$ cat config.mk
export PLATFORM = sky130hd
export DESIGN_NAME = tmr_chain
export DESIGN_NICKNAME = d
export VERILOG_FILES = /design/src/rtl/tmr_pkg.sv /design/src/rtl/tmr_prescale.sv /design/src/rtl/tmr_unit.sv /design/src/rtl/tmr_chain.sv
export SDC_FILE = /design/constraint.sdc
export NUM_CORES = 1
export LEC_CHECK = 0
export ABC_AREA = 1
export BUFFER_PORTS_ARGS = -buffer_cell sky130_fd_sc_hd__buf_2
export CAP_MARGIN = 20
export CORE_MARGIN = 1.5
export CORE_UTILIZATION = 60
export DETAILED_ROUTE_END_ITERATION = 7
export MAX_ROUTING_LAYER = met4
export PLACE_DENSITY = 0.86
export SLEW_MARGIN = 20
export SYNTH_ARGS = -nofsm -noshare
export SYNTH_HDL_FRONTEND = slang
export SYNTH_HIERARCHICAL = 1
export SYNTH_SLANG_ARGS = --single-unit
$ cat constraint.sdc
create_clock -name clk -period 8 [get_ports clk]
set_input_delay 0.4 -clock clk [delete_from_list [all_inputs] [get_ports clk]]
set_output_delay 0.4 -clock clk [all_outputs]
set_load 0.05 [all_outputs]
$ cat src/rtl/tmr_pkg.sv
package tmr_pkg;

  // Control halfword field positions (software decodes these)
  localparam int CTL_RUN_BIT   = 7;
  localparam int CTL_IRQ_BIT   = 6;
  localparam int CTL_CHAIN_BIT = 2;

  typedef struct packed {
    logic       run;
    logic       irq_en;
    logic       chain;
    logic [1:0] psc;
  } tmr_ctrl_t;

  function automatic tmr_ctrl_t ctrl_unpack(input logic [15:0] h);
    tmr_ctrl_t c;
    c.run    = h[CTL_RUN_BIT];
    c.irq_en = h[CTL_IRQ_BIT];
    c.chain  = h[CTL_CHAIN_BIT];
    c.psc    = h[1:0];
    return c;
  endfunction

  function automatic logic [15:0] ctrl_pack(input tmr_ctrl_t c);
    return {8'h00, c.run, c.irq_en, 3'b000, c.chain, c.psc};
  endfunction

  // log2 of the divide ratio for each divider code
  function automatic int psc_shift(input logic [1:0] sel);
    case (sel)
      2'd0:    return 0;
      2'd1:    return 6;
      2'd2:    return 8;
      default: return 10;
    endcase
  endfunction

endpackage

$ cat src/rtl/tmr_prescale.sv
module tmr_prescale
  import tmr_pkg::*;
#(
  parameter int PSC_W = 10
) (
  input  logic       clk,
  input  logic       rst_n,
  input  logic       clear,
  input  logic       active,
  input  logic [1:0] sel,
  output logic       tick
);

  logic [PSC_W-1:0] div_q;
  logic [PSC_W-1:0] mask;

  // all-ones mask of the selected width; a full-width mask wraps the counter
  assign mask = PSC_W'((1 << psc_shift(sel)) - 1);
  assign tick = active & ((div_q & mask) == mask);

  always_ff @(posedge clk or negedge rst_n) begin
    if (!rst_n)      div_q <= '0;
    else if (clear)  div_q <= '0;
    else if (active) div_q <= div_q + PSC_W'(1);
  end

endmodule

$ cat src/rtl/tmr_unit.sv
module tmr_unit
  import tmr_pkg::*;
#(
  parameter int CNT_W = 16,
  parameter int PSC_W = 10
) (
  input  logic             clk,
  input  logic             rst_n,
  input  logic             wr_lo,
  input  logic             wr_hi,
  input  logic [CNT_W-1:0] lo_data,
  input  logic [15:0]      hi_data,
  input  logic             carry_in,
  output logic             wrap,
  output logic [CNT_W-1:0] count_o,
  output logic [CNT_W-1:0] reload_o,
  output logic [15:0]      ctrl_o,
  output logic             ovf_o,
  output logic             irq_o
);

  tmr_ctrl_t        ctrl_q, ctrl_new;
  logic [CNT_W-1:0] cnt_q, rld_q, load_val;
  logic             start, tick, step;

  assign ctrl_new = ctrl_unpack(hi_data);
  assign start    = wr_hi & ctrl_new.run & ~ctrl_q.run;
  assign load_val = wr_lo ? lo_data : rld_q;

  tmr_prescale #(.PSC_W(PSC_W)) u_psc (
    .clk    (clk),
    .rst_n  (rst_n),
    .clear  (start),
    .active (ctrl_q.run & ~ctrl_q.chain),
    .sel    (ctrl_q.psc),
    .tick   (tick)
  );

  // chained timers step on the neighbour's wrap, others on the divided tick
  assign step = ctrl_q.run & (ctrl_q.chain ? carry_in : tick);
  assign wrap = step & (&cnt_q);

  always_ff @(posedge clk or negedge rst_n) begin
    if (!rst_n) begin
      ctrl_q <= '0;
      rld_q  <= '0;
      cnt_q  <= '0;
      ovf_o  <= 1'b0;
      irq_o  <= 1'b0;
    end else begin
      if (wr_lo) rld_q  <= lo_data;
      if (wr_hi) ctrl_q <= ctrl_new;
      if (start)     cnt_q <= load_val;
      else if (wrap) cnt_q <= ctrl_q.chain ? '0 : rld_q;
      else if (step) cnt_q <= cnt_q + CNT_W'(1);
      ovf_o <= wrap;
      irq_o <= wrap & ctrl_q.irq_en;
    end
  end

  assign count_o  = cnt_q;
  assign reload_o = rld_q;
  assign ctrl_o   = ctrl_pack(ctrl_q);

endmodule

$ cat src/rtl/tmr_chain.sv
module tmr_chain
  import tmr_pkg::*;
#(
  parameter int NUM_TMR = 4,
  parameter int CNT_W   = 16,
  parameter int PSC_W   = 10,
  localparam int SEL_W  = $clog2(NUM_TMR),
  localparam int WORD_W = 16 + CNT_W
) (
  input  logic              clk,
  input  logic              rst_n,
  input  logic              wr_en,
  input  logic [SEL_W-1:0]  wr_sel,
  input  logic              wr_lo,
  input  logic              wr_hi,
  input  logic [WORD_W-1:0] wr_data,
  input  logic [SEL_W-1:0]  rd_sel,
  output logic [WORD_W-1:0] rd_data,
  output logic [NUM_TMR-1:0] ovf_pulse,
  output logic [NUM_TMR-1:0] irq_pulse
);

  logic [NUM_TMR-1:0]            wrap_v;
  logic [NUM_TMR-1:0]            chain_v;
  logic [NUM_TMR-1:0][CNT_W-1:0] cnt_v;
  logic [NUM_TMR-1:0][CNT_W-1:0] rld_v;
  logic [NUM_TMR-1:0][15:0]      ctrl_v;

  for (genvar i = 0; i < NUM_TMR; i++) begin : g_tmr
    logic carry;
    logic hit;

    if (i == 0) begin : g_head
      assign carry = 1'b0;
    end else begin : g_link
      assign carry = wrap_v[i-1];
    end

    assign hit        = wr_en & (wr_sel == SEL_W'(i));
    assign chain_v[i] = ctrl_v[i][CTL_CHAIN_BIT];

    tmr_unit #(.CNT_W(CNT_W), .PSC_W(PSC_W)) u_unit (
      .clk      (clk),
      .rst_n    (rst_n),
      .wr_lo    (hit & wr_lo),
      .wr_hi    (hit & wr_hi),
      .lo_data  (wr_data[CNT_W-1:0]),
      .hi_data  (wr_data[WORD_W-1:CNT_W]),
      .carry_in (carry),
      .wrap     (wrap_v[i]),
      .count_o  (cnt_v[i]),
      .reload_o (rld_v[i]),
      .ctrl_o   (ctrl_v[i]),
      .ovf_o    (ovf_pulse[i]),
      .irq_o    (irq_pulse[i])
    );
  end

  assign rd_data = {ctrl_v[rd_sel], cnt_v[rd_sel]};

endmodule

=== After elaboration in Yosys (flattened, before gate mapping) ===
Cells that the tools add are included.

* Output and inout port bits: 40
* Bits in registers: 196
* Input port bits: 41

* Magnitude comparators: 1
* Reduce and logical (&&, ||, !) cells: 17
* Bitwise logic cells: 52
* Add/subtract/negate cells: 12
* Mux-type cells: 40
* Equality and inequality tests: 15
* Shifts and indexed selects: 4

{| class="wikitable"
|+ Operators with widths
! operator !! count
|-
| two-way mux 16 bit || 22
|-
| two-way mux 10 bit || 8
|-
| adder 16 x 1 -> 16 bit (second input constant) || 4
|-
| binary-select mux 16 bit (select 2 bit) || 2
|-
| AND reduction 16 bit || 4
|-
| one-hot mux 4 bit (3 select lines) || 4
|-
| adder 10 x 1 -> 10 bit (second input constant) || 4
|-
| bitwise AND 1 bit || 40
|-
| bitwise AND 10 bit || 4
|-
| equality test 10 bit || 4
|-
| << shifter 1 x 4 -> 10 bit (first input constant) || 4
|-
| subtractor 10 x 2 -> 10 bit (second input constant) || 4
|-
| equality test 2 bit (second input constant) || 6
|-
| nonzero test 3 bit || 4
|-
| equality test 2 x 1 -> 1 bit (second input constant) || 5
|-
| zero test 2 bit || 5
|-
| inverter 1 bit || 8
|-
| nonzero test 2 bit || 4
|-
| two-way mux 1 bit || 4
|-
| less-than comparator 2 x 3 -> 1 bit (second input constant) || 1
|}

=== Depth between registers and ports, before layout ===
Gate-level depths: netlist of run 1.

* Word-level depth: 21
* Mapped depth: 32
* Depth with buffers taken out: 31

=== Modules after synthesis ===
Netlist of run 1, hierarchy kept.

{| class="wikitable"
|+ By module, submodules not included
! module !! seq. area each (µm²) !! times used !! area an instance (µm²) !! cells each
|-
| tmr_unit || 975.9 || 4 || 2444.8 || 322
|-
| tmr_prescale || 250.2 || 4 || 576.8 || 80
|-
| tmr_chain || 0.0 || 1 || 1631.6 || 391
|}

=== Least setup slack after synthesis of run 1 ===
Ideal clock, no wire load.

* Path kind: register -> register
* From: register g_tmr[0].u_unit.ctrl_q (netlist bit g_tmr[0].u_unit/ctrl_o[7])
* To: register g_tmr[3].u_unit.cnt_q[14]
* Setup time: 0.116 ns
* Slack: 4.659 ns
* Required time: 7.884 ns
* Arrival: 3.225 ns
* Buffers on the path: 1
* Cell stages (with the launch flop): 33
* Period minus slack after synthesis: 3.341 ns
* Cells stage by stage: dfrtp_1 -> inv_1 -> nor2_1 -> nand2_1 -> nor2_1 -> inv_1 -> nand2_1 -> nand3_2 -> nor2_4 -> nand2_4 -> inv_1 -> inv_1 -> nand2_1 -> nand3_2 -> nor2_4 -> nand2_4 -> inv_1 -> inv_1 -> nand2_1 -> nand3_2 -> nor2_4 -> nand2_4 -> inv_1 -> inv_1 -> nand2_1 -> nand3_2 -> nor2_4 -> buf_4 -> nand3_1 -> nand2_1 -> inv_1 -> nand2_1 -> nand2_1

* Cells in the longest elaborated chain, start to end: 16

{| class="wikitable"
|+ Ends and longest elaborated chain
! item !! line !! RTL
|-
| start: declaration || tmr_unit.sv:22 || <nowiki>tmr_ctrl_t ctrl_q, ctrl_new;</nowiki>
|-
| start signal: assignment || tmr_unit.sv:52 || <nowiki>if (wr_hi) ctrl_q <= ctrl_new;</nowiki>
|-
| bitwise AND 1 bit (*) || tmr_unit.sv:34 || <nowiki>.active (ctrl_q.run & ~ctrl_q.chain),</nowiki>
|-
| bitwise AND 1 bit (*) || tmr_prescale.sv:19 || <nowiki>assign tick = active & ((div_q & mask) == mask);</nowiki>
|-
| via g_tmr[0].u_unit.tick || tmr_unit.sv:24 || <nowiki>logic start, tick, step;</nowiki>
|-
| two-way mux 1 bit (*) || tmr_unit.sv:40 || <nowiki>assign step = ctrl_q.run & (ctrl_q.chain ? carry_in : tick);</nowiki>
|-
| bitwise AND 1 bit (*) || tmr_unit.sv:40 ||
|-
| bitwise AND 1 bit (*) || tmr_unit.sv:41 || <nowiki>assign wrap = step & (&cnt_q);</nowiki>
|-
| via g_tmr[1].carry || tmr_chain.sv:30 || <nowiki>logic carry;</nowiki>
|-
| two-way mux 1 bit (*) || tmr_unit.sv:40 ||
|-
| (+2 left out) || -- ||
|-
| via g_tmr[2].carry || tmr_chain.sv:30 ||
|-
| (+1 left out) || -- ||
|-
| bitwise AND 1 bit (*) || tmr_unit.sv:40 ||
|-
| bitwise AND 1 bit (*) || tmr_unit.sv:41 ||
|-
| via g_tmr[3].carry || tmr_chain.sv:30 ||
|-
| two-way mux 1 bit (*) || tmr_unit.sv:40 ||
|-
| bitwise AND 1 bit (*) || tmr_unit.sv:40 ||
|-
| bitwise AND 1 bit || tmr_unit.sv:41 ||
|-
| two-way mux 16 bit || tmr_unit.sv:54 || <nowiki>else if (wrap) cnt_q <= ctrl_q.chain ? '0 : rld_q;</nowiki>
|-
| two-way mux 16 bit || tmr_unit.sv:53 || <nowiki>if (start) cnt_q <= load_val;</nowiki>
|-
| end signal: assignment || tmr_unit.sv:53 ||
|-
| end signal: assignment || tmr_unit.sv:54 ||
|-
| end signal: assignment || tmr_unit.sv:55 || <nowiki>else if (step) cnt_q <= cnt_q + CNT_W'(1);</nowiki>
|-
| end: declaration || tmr_unit.sv:23 || <nowiki>logic [CNT_W-1:0] cnt_q, rld_q, load_val;</nowiki>
|}

Mark *: on every way through the listed nets, which the timed path passes. The rest lies on a longest branch.
A chain may end at the register's enable or synchronous reset.

=== Worst setup path in the final report of run 1 ===
* From: register g_tmr[0].u_unit.ctrl_q (netlist bit g_tmr[0].u_unit/ctrl_o[2])
* To: register g_tmr[3].u_unit.cnt_q[1]

* Cells in the longest elaborated chain, start to end: 17

{| class="wikitable"
|+ Ends and longest elaborated chain
! item !! line
|-
| inverter 1 bit (*) || tmr_unit.sv:34
|-
| bitwise AND 1 bit (*) || tmr_unit.sv:34
|-
| bitwise AND 1 bit (*) || tmr_prescale.sv:19
|-
| via g_tmr[0].u_unit.tick || tmr_unit.sv:24
|-
| two-way mux 1 bit (*) || tmr_unit.sv:40
|-
| bitwise AND 1 bit (*) || tmr_unit.sv:40
|-
| bitwise AND 1 bit (*) || tmr_unit.sv:41
|-
| via g_tmr[1].carry || tmr_chain.sv:30
|-
| (+3 left out) || --
|-
| via g_tmr[2].carry || tmr_chain.sv:30
|-
| (+1 left out) || --
|-
| bitwise AND 1 bit (*) || tmr_unit.sv:40
|-
| bitwise AND 1 bit (*) || tmr_unit.sv:41
|-
| via g_tmr[3].carry || tmr_chain.sv:30
|-
| two-way mux 1 bit (*) || tmr_unit.sv:40
|-
| bitwise AND 1 bit (*) || tmr_unit.sv:40
|-
| bitwise AND 1 bit || tmr_unit.sv:41
|-
| two-way mux 16 bit || tmr_unit.sv:54
|-
| two-way mux 16 bit || tmr_unit.sv:53
|}

Marked as above.

==> results of run 1 <==
## worst max-delay path by stage
stage	start	end	slack (ns)	depth (start not counted)
2_1_floorplan	g_tmr[0].u_unit/ctrl_o[7]$_DFFE_PN0P_	g_tmr[3].u_unit/count_o[14]$_DFFE_PN0P_	4.66	32
3_3_place_gp	g_tmr[0].u_unit/ctrl_o[2]$_DFFE_PN0P_	g_tmr[3].u_unit/count_o[1]$_DFFE_PN0P_	2.62	29
3_5_place_dp	g_tmr[0].u_unit/ctrl_o[2]$_DFFE_PN0P_	g_tmr[3].u_unit/count_o[1]$_DFFE_PN0P_	2.57	29
4_1_cts	g_tmr[0].u_unit/ctrl_o[2]$_DFFE_PN0P_	g_tmr[3].u_unit/count_o[1]$_DFFE_PN0P_	2.55	29
5_1_grt	g_tmr[0].u_unit/ctrl_o[7]$_DFFE_PN0P_	g_tmr[3].u_unit/count_o[1]$_DFFE_PN0P_	2.02	30
6_report	g_tmr[0].u_unit/ctrl_o[2]$_DFFE_PN0P_	g_tmr[3].u_unit/count_o[1]$_DFFE_PN0P_	2.36	29
## per-layer routing
layer / share of wire / up-vias / routed length, um / track usage
met4: 0.054 / 0 / 1998 / 0.1798
met1: 0.40 / 5999 / 14800 / 0.4083
li1: - / 6161 / - / -
met2: 0.46 / 602 / 17280 / 0.5182
met3: 0.087 / 123 / 3231 / 0.05828
met5: 0 / - / 0 / -
## logic make-up after synthesis
logic type | after synthesis
AOI/OAI and AO/OA | 112
xor gates and xnor gates | 28
adders and majority gates | 8
buffers and inverters | 454
DFF | 196
muxes | 56
other | 5
and+or+nand+nor | 1140
## through the flow
step	instances	power, W	cell area, um2	worst slack, ns
final	2331	0.004021	14530	2.361
after global routing	2330	0.004292	14530	2.018
after floorplan	2039	0.002700	13870	4.659
after CTS	2329	0.003994	14530	2.551
after detailed placement	2297	0.003090	13910	2.572
after global placement	2296	0.003022	13890	2.615
## state kept, by name, summed over array words and instances, names as in the netlist
signal,cells
g_tmr.u_unit/u_psc/div_q,40
g_tmr.u_unit/ovf_o,4
g_tmr.u_unit/count_o,64
g_tmr.u_unit/reload_o,64
g_tmr.u_unit/irq_o,4
g_tmr.u_unit/ctrl_o,20
## cell type report
| class | count | area, um2 | area share |
|---|---|---|---|
| Multi-Input combinational cell | 1389 | 6905 | 0.4752 |
| Tap cell | 285 | 356.6 | 0.02454 |
| Inverter | 350 | 1315 | 0.09049 |
| Antenna cell | 2 | 5.005 | 0.0003444 |
| Timing Repair Buffer | 77 | 434.2 | 0.02988 |
| Clock buffer | 21 | 460.4 | 0.03169 |
| Sequential cell | 196 | 4905 | 0.3375 |
| Clock inverter | 11 | 150.1 | 0.01033 |
## layout by cell type, fill, tap and decap left out, drive strengths merged
cell / instances
a21boi: 4
inv: 342
ha: 8
bufinv: 3
buf: 76
nand4: 32
conb: 45
xnor2: 12
mux2: 56
a21oi: 12
and2: 4
clkbuf: 22
clkinvlp: 2
clkinv: 14
nor3: 4
nand2: 668
nand3: 264
dfrtp: 196
nor2: 160
o21ai: 96
nand3b: 8
diode: 2
xor2: 16
## worst max-delay path: cells and delay by family (launching register included)
| family | cells | cell delay (ns) |
|---|---|---|
| simple gates | 21 | 3.87 |
| buf+inv | 8 | 1.11 |
| flops | 1 | 0.51 |
## power by group through the flow
stage | logic, W | clock network, W | registers [W]
4_1_cts | 0.00141 | 0.000905 | 0.00168
3_5_place_dp | 0.00140 | 0 | 0.00169
6_report | 0.00144 | 0.000897 | 0.00169
5_1_grt | 0.00161 | 0.000941 | 0.00174
3_3_place_gp | 0.00135 | 0 | 0.00168
2_1_floorplan | 0.00113 | 0 | 0.00157
==> impl_metrics.prom, run 1 <==
# TYPE chip_impl_metric gauge
chip_impl_info{name="status",value="finished with violations"} 1
chip_impl_info{name="failing_checks",value="DRC"} 1
chip_impl_metric{name="netlist_instances",unit=""} 1999
chip_impl_metric{name="final_slew_viol_count",unit=""} 0
chip_impl_metric{name="switching_power",unit="W"} 0.001705
chip_impl_metric{name="ys.warnings.count",unit=""} 6
chip_impl_metric{name="grt_pass1_vias",unit=""} 12250
chip_impl_metric{name="dr.pass1.iters",unit=""} 8
chip_impl_metric{name="design.die.area",unit="um2"} 23780
chip_impl_metric{name="ant_nets",unit=""} 0
chip_impl_metric{name="clockBufferDepth",unit=""} 2
chip_impl_info{name="critical_path.startpoint_type",value="register"} 1
chip_impl_metric{name="synth_compound_area_frac",unit=""} 0.04159
chip_impl_metric{name="worst_slew_pin_slew",unit="ns"} 0.9582
chip_impl_metric{name="drc_errors",unit=""} 14
chip_impl_metric{name="cts_num_sinks",unit=""} 196
chip_impl_info{name="ff_to_ff_start",value="g_tmr[0].u_unit/ctrl_o[2]$_DFFE_PN0P_"} 1
chip_impl_metric{name="totalNegativeSetupSlack",unit="ns"} 0
chip_impl_metric{name="fin_hold_ws",unit="ns"} 0.03585
chip_impl_metric{name="power.density",unit="nW/um2"} 276.7
chip_impl_metric{name="critPathMaxFanout",unit=""} 18
chip_impl_metric{name="maxSlewHeadroom",unit=""} 0.3612
chip_impl_metric{name="die_height",unit="um"} 154.2
chip_impl_metric{name="basic_gate_share_of_the_synthesized_area_counting_and_or_nand_and_nor_cells",unit=""} 0.3783
chip_impl_metric{name="total_leakage_power",unit="nW"} 7.531
chip_impl_info{name="largest_cells_by_area_after_synthesis",value="sky130_fd_sc_hd__dfrtp_1 36%, sky130_fd_sc_hd__nand2_1 18%, sky130_fd_sc_hd__inv_1 9.0%, sky130_fd_sc_hd__nand3_1 8.6%, sky130_fd_sc_hd__mux2_2 4.6%"} 1
chip_impl_metric{name="avgSynthCellArea",unit="um2"} 6.863
chip_impl_metric{name="synth_edf_count",unit=""} 0
chip_impl_metric{name="via_count",unit=""} 12885
chip_impl_metric{name="asyncSetResetFlopFracSynth",unit=""} 1.000
chip_impl_metric{name="design.portCount",unit=""} 81
chip_impl_metric{name="htree_num_levels",unit=""} 4
chip_impl_metric{name="grt_max_degree",unit=""} 96
chip_impl_metric{name="worst-r2r-cell-count",unit=""} 29
chip_impl_info{name="ys.flop_type",value="sky130_fd_sc_hd__dfrtp_1"} 1
chip_impl_metric{name="achievable-frequency",unit="MHz"} 177.3
chip_impl_info{name="clock_tree.root_cell",value="sky130_fd_sc_hd__clkbuf_16"} 1
chip_impl_info{name="critical_path.slowest_cell",value="sky130_fd_sc_hd__dfrtp_1"} 1
chip_impl_info{name="main_combinational_cell_family_by_area_after_synthesis",value="simple AND/OR/NAND/NOR gates"} 1
chip_impl_metric{name="report.final.hold_viol_count",unit=""} 0
chip_impl_metric{name="worst_path_required_time",unit="ns"} 8.32
chip_impl_metric{name="post_synthesis_instance_area",unit="um2"} 13720
chip_impl_metric{name="clock_latency_of_the_later_clocked_register_in_the_worst_skew_pair",unit="ns"} 0.44
chip_impl_metric{name="switching_share",unit=""} 0.4241
chip_impl_metric{name="post_synth_xor_area_fraction",unit=""} 0.01788
chip_impl_metric{name="design.final.nets",unit=""} 2080
chip_impl_metric{name="detailed_place_hpwl",unit="mm"} 25.60
chip_impl_metric{name="synth_mux_area_frac",unit=""} 0.04597
chip_impl_metric{name="buffer_ports.inserted",unit=""} 69
chip_impl_metric{name="yosys_top_cell_area_share",unit=""} 0.3575
chip_impl_metric{name="cts_setup_buffers",unit=""} 0
chip_impl_info{name="synth_top_cell_by_area",value="sky130_fd_sc_hd__dfrtp_1"} 1
chip_impl_metric{name="finalSetupViolCount",unit=""} 0
chip_impl_metric{name="crit_path_max_incr_delay",unit="ns"} 0.51
chip_impl_info{name="crit_type",value="register to register"} 1
chip_impl_metric{name="std_cell_rows",unit=""} 55
chip_impl_metric{name="post_synth_num_cell_types",unit=""} 29
chip_impl_metric{name="per_cell_via_count_in_the_routed_design",unit=""} 5.528
chip_impl_info{name="tritoncts_clock_tree",value="yes"} 1
chip_impl_info{name="critPathCaptureType",value="register"} 1
chip_impl_metric{name="cellInternalPower",unit="W"} 0.002316
chip_impl_metric{name="critical_path_arrival",unit="ns"} 5.96
chip_impl_metric{name="syn2layout_area_growth",unit="%"} 5.928
chip_impl_metric{name="grt_antenna_before_repair",unit=""} 1
chip_impl_metric{name="max-vdd-ir-drop",unit="mV"} 0.1281
chip_impl_metric{name="combinationalPowerShare",unit=""} 0.357
chip_impl_metric{name="final_critical_path_share_of_the_clock_period",unit=""} 0.7049
chip_impl_metric{name="drtIter0Drc",unit=""} 1430
chip_impl_info{name="post-synth-top-count-cell",value="sky130_fd_sc_hd__nand2_1"} 1
chip_impl_metric{name="overflow",unit=""} 0
chip_impl_metric{name="post_cts_hold_buffer_count",unit=""} 0
chip_impl_metric{name="post_synth_adder_cell_area",unit=""} 0.007297
chip_impl_metric{name="routed_wirelength",unit="mm"} 37.31
chip_impl_metric{name="chipWidth",unit="um"} 154.2
chip_impl_metric{name="start_util",unit=""} 0.6096
chip_impl_metric{name="utilization",unit=""} 0.6458
chip_impl_metric{name="groute.usage.overall",unit=""} 0.3304
chip_impl_metric{name="fillers",unit=""} 1928
chip_impl_info{name="r2r-end",value="g_tmr[3].u_unit/count_o[1]$_DFFE_PN0P_"} 1
chip_impl_metric{name="core_area",unit="um2"} 22500
chip_impl_info{name="synth_top_cells_by_count",value="652 x sky130_fd_sc_hd__nand2_1, 329 x sky130_fd_sc_hd__inv_1, 236 x sky130_fd_sc_hd__nand3_1"} 1
chip_impl_metric{name="synth_seq_area_share",unit=""} 0.3575
chip_impl_metric{name="number_of_instances_resized_during_post_cts_repair",unit=""} 0
chip_impl_metric{name="drv_cap",unit=""} 0
chip_impl_metric{name="cts.reportedPaths.clkPinSlew",unit="ns"} 0.07
chip_impl_info{name="grt_setup_unrepaired",value="false"} 1
chip_impl_metric{name="gp_routability_congestion",unit=""} 0.9817
chip_impl_metric{name="detail_route.wl_per_cell",unit="um"} 16.00
chip_impl_metric{name="grt_first_pass_wirelength",unit="mm"} 60.41
chip_impl_metric{name="cts_made_buffers",unit=""} 17
chip_impl_metric{name="reg2reg_slack",unit="ns"} 2.36
chip_impl_metric{name="part_of_the_total_power_dissipated_in_sequential_elements",unit=""} 0.420
chip_impl_metric{name="share_of_final_layout_standard_cells_stronger_than_drive_strength_1",unit=""} 0.1233
chip_impl_info{name="worstHoldPathType",value="input port to asynchronous set/reset pin"} 1
chip_impl_metric{name="clock_skew",unit="ns"} 0.01261
chip_impl_metric{name="count_of_state_elements_after_synthesis",unit=""} 196
chip_impl_metric{name="min_period",unit="ns"} 5.639
chip_impl_metric{name="power_frac_clock",unit=""} 0.223
(Power assumes the default switching activity.)
==> inputs of run 2 (changes only) <==
==> constraint.sdc (replaced) <==
create_clock -name clk -period 5.19 [get_ports clk]
set_input_delay 0.2595 -clock clk [delete_from_list [all_inputs] [get_ports clk]]
set_output_delay 0.2595 -clock clk [all_outputs]
set_load 0.05 [all_outputs]
==> run 2 against run 1 <==
Compared with the run above:
- the run now ends clean
- cell count up 0.30%
- global-route usage up 0.39 points
- core utilization down 0.056 points
- non-clock buffer count up 8
- total power up 51%
- maximum frequency up 20%
- sequential share of layout area about the same
- critical endpoint is now g_tmr[3].u_unit/count_o[0]$_DFFE_PN0P_
- largest power group unchanged
==> impl_metrics.prom, run 2 (synthesis results as in run 1) <==
# TYPE chip_impl_metric gauge
chip_impl_metric{name="power.density",unit="nW/um2"} 419.2
chip_impl_metric{name="switching_power",unit="W"} 0.002614
chip_impl_metric{name="achievable-frequency",unit="MHz"} 212.0
chip_impl_info{name="tritoncts_clock_tree",value="yes"} 1
chip_impl_metric{name="syn2layout_area_growth",unit="%"} 5.837
chip_impl_metric{name="htree_num_levels",unit=""} 4
chip_impl_metric{name="finalSetupViolCount",unit=""} 0
chip_impl_metric{name="per_cell_via_count_in_the_routed_design",unit=""} 5.504
chip_impl_metric{name="grt.met3_usage",unit=""} 0.05043
chip_impl_metric{name="power_frac_clock",unit=""} 0.207
chip_impl_metric{name="design.portCount",unit=""} 81
chip_impl_metric{name="report.final.hold_viol_count",unit=""} 0
chip_impl_metric{name="grt_pass1_vias",unit=""} 12427
chip_impl_metric{name="cellInternalPower",unit="W"} 0.003473
chip_impl_metric{name="number_of_instances_resized_during_post_cts_repair",unit=""} 0
chip_impl_info{name="worstHoldPathType",value="input port to register"} 1
chip_impl_info{name="most_used_cells_in_the_layout_excluding_fill_and_tap_cells",value="652 x sky130_fd_sc_hd__nand2_1, 328 x sky130_fd_sc_hd__inv_1, 236 x sky130_fd_sc_hd__nand3_1, 196 x sky130_fd_sc_hd__dfrtp_1, 128 x sky130_fd_sc_hd__nor2_1"} 1
chip_impl_info{name="status",value="completed"} 1
chip_impl_metric{name="multi_input_area",unit="um2"} 6905
chip_impl_metric{name="via_count",unit=""} 12869
chip_impl_info{name="critPathCaptureType",value="register"} 1
chip_impl_metric{name="dr.pass1.iters",unit=""} 6
chip_impl_metric{name="std_cell_rows",unit=""} 55
chip_impl_metric{name="grt_max_degree",unit=""} 140
chip_impl_metric{name="critical_path_arrival",unit="ns"} 5.03
chip_impl_info{name="clock_tree.root_cell",value="sky130_fd_sc_hd__clkbuf_16"} 1
chip_impl_info{name="crit_type",value="register to register"} 1
chip_impl_metric{name="total_leakage_power",unit="nW"} 7.532
chip_impl_metric{name="crit_path_max_incr_delay",unit="ns"} 0.45
chip_impl_metric{name="final_slew_viol_count",unit=""} 0
chip_impl_metric{name="worst_slew_pin_slew",unit="ns"} 0.8603
chip_impl_metric{name="ant_nets",unit=""} 0
chip_impl_info{name="critical_path.startpoint_type",value="register"} 1
chip_impl_metric{name="totalNegativeSetupSlack",unit="ns"} 0
chip_impl_metric{name="gr-usage-met1",unit=""} 0.4078
chip_impl_info{name="grt_setup_unrepaired",value="false"} 1
chip_impl_metric{name="routed_wirelength",unit="mm"} 37.39
chip_impl_info{name="layout.cells.most_common",value="sky130_fd_sc_hd__nand2_1"} 1
chip_impl_metric{name="grt_first_pass_wirelength",unit="mm"} 61.03
chip_impl_metric{name="design.final.nets",unit=""} 2088
chip_impl_metric{name="worst-r2r-cell-count",unit=""} 29
chip_impl_info{name="path_common_cell",value="sky130_fd_sc_hd__inv_1"} 1
chip_impl_metric{name="groute.usage.overall",unit=""} 0.3343
chip_impl_metric{name="grt_antenna_before_repair",unit=""} 0
chip_impl_metric{name="max-vdd-ir-drop",unit="mV"} 0.2152
chip_impl_metric{name="core_area",unit="um2"} 22500
chip_impl_metric{name="regArea",unit="um2"} 4905
chip_impl_metric{name="cts_num_sinks",unit=""} 196
chip_impl_metric{name="buffer_ports.inserted",unit=""} 69
chip_impl_metric{name="cts_made_buffers",unit=""} 17
chip_impl_metric{name="min_period",unit="ns"} 4.717
chip_impl_info{name="critical_path.slowest_cell",value="sky130_fd_sc_hd__dfrtp_1"} 1
chip_impl_metric{name="detailed_place_hpwl",unit="mm"} 25.97
chip_impl_metric{name="cts.reportedPaths.clkPinSlew",unit="ns"} 0.07
chip_impl_metric{name="post-place-cells",unit=""} 2302
chip_impl_metric{name="combinationalPowerShare",unit=""} 0.365
chip_impl_metric{name="final-instance-count-excl-fill",unit=""} 2338
chip_impl_metric{name="fillers",unit=""} 1950
chip_impl_metric{name="grt.met2_usage",unit=""} 0.5245
chip_impl_metric{name="drc_errors",unit=""} 0
chip_impl_metric{name="maxSlewHeadroom",unit=""} 0.4257
chip_impl_metric{name="worstHoldPathCells",unit=""} 3
chip_impl_metric{name="design.die.area",unit="um2"} 23780
chip_impl_metric{name="share_of_final_layout_standard_cells_stronger_than_drive_strength_1",unit=""} 0.1253
chip_impl_metric{name="drtIter0Drc",unit=""} 1616
chip_impl_metric{name="worst_path_required_time",unit="ns"} 5.51
chip_impl_metric{name="die_height",unit="um"} 154.2
chip_impl_metric{name="part_of_the_total_power_dissipated_in_sequential_elements",unit=""} 0.428
chip_impl_metric{name="start_util",unit=""} 0.6096
chip_impl_metric{name="clockBufferDepth",unit=""} 2
chip_impl_metric{name="chipWidth",unit="um"} 154.2
chip_impl_metric{name="gp_routability_congestion",unit=""} 0.9450
chip_impl_metric{name="critPathMaxFanout",unit=""} 18
chip_impl_metric{name="switching_share",unit=""} 0.4294
chip_impl_metric{name="final_critical_path_share_of_the_clock_period",unit=""} 0.9088
chip_impl_metric{name="clock_skew",unit="ns"} 0.01110
chip_impl_info{name="busiest_layer",value="met2"} 1
chip_impl_metric{name="drv_cap",unit=""} 0
chip_impl_metric{name="overflow",unit=""} 0
chip_impl_metric{name="clock_latency_of_the_later_clocked_register_in_the_worst_skew_pair",unit="ns"} 0.44
chip_impl_metric{name="detail_route.wl_per_cell",unit="um"} 15.99
[run 2: metrics by stage]
stage	hold slack [ns]	util	instance area, um2	setup WS, ns	power, W
after global placement	0.2708	0.6197	13940	0.6308	0.004673
after global routing	0.1080	0.6450	14510	0.1687	0.006524
final	0.08884	0.6452	14520	0.4733	0.006086
after detailed placement	0.2643	0.6197	13940	0.4814	0.004777
after floorplan	-0.03609	-	13870	1.849	0.004162
after CTS	0.08076	0.6443	14500	0.4056	0.006058
[run 2: power groups by stage]
stage | clock [W] | combinational [W] | sequential [W]
global placement | 0 | 0.00209 | 0.00259
floorplan | 0 | 0.00174 | 0.00242
detailed placement | 0 | 0.00216 | 0.00261
global route | 0.00134 | 0.00250 | 0.00268
finish | 0.00126 | 0.00222 | 0.00260
CTS | 0.00128 | 0.00219 | 0.00259
[run 2: what timing repair did]
| item | in CTS | in global routing |
|---|---|---|
| hold buffers | 1 | 0 |
| endpoints found under the hold margin | 57 | 0 |
| setup endpoints to repair | 0 | 2 |
| buffers inserted | 0 | 2 |
[run 2: final cells by class]
type                    instances  share of cell area
inverters                     350             0.09049
repair buffers                 85             0.03370
flip-flops and latches        196              0.3378
clock inverters                 8            0.005257
diodes                          2           0.0003447
multi-input cells            1389              0.4756
well taps                     285             0.02456
clock buffers                  23             0.03223
[run 2: path summary, 6_finish.rpt]
path | start | slack, ns | to
max | g_tmr[0].u_unit/u_psc/div_q[3]$_DFFE_PN0P_ | 0.47 | g_tmr[3].u_unit/count_o[0]$_DFFE_PN0P_
max reg2reg | g_tmr[0].u_unit/u_psc/div_q[3]$_DFFE_PN0P_ | 0.47 | g_tmr[3].u_unit/count_o[0]$_DFFE_PN0P_
min in group asynchronous | rst_n | 0.34 | g_tmr[3].u_unit/u_psc/div_q[0]$_DFFE_PN0P_
max in group asynchronous | rst_n | 3.76 | g_tmr[2].u_unit/reload_o[5]$_DFF_PN0_
min | wr_data[22] | 0.09 | g_tmr[2].u_unit/ctrl_o[6]$_DFFE_PN0P_
min reg2reg | g_tmr[2].u_unit/reload_o[0]$_DFF_PN0_ | 0.52 | g_tmr[2].u_unit/count_o[0]$_DFFE_PN0P_
[run 2: per-layer routing]
layer,routed length [um],up-vias,share of wire
met5,0,-,0
met4,2212,0,0.059
met3,3118,131,0.083
met2,17130,589,0.46
met1,14930,5992,0.40
li1,-,6157,-
[run 2: critical path: cells and delay by family, from the launching register on]
kind / cells / cell delay (ns)
and+or+nand+nor: 20 / 3.07
buffers and inverters: 8 / 0.98
DFF: 1 / 0.45
AOI/OAI and AO/OA: 1 / 0.07
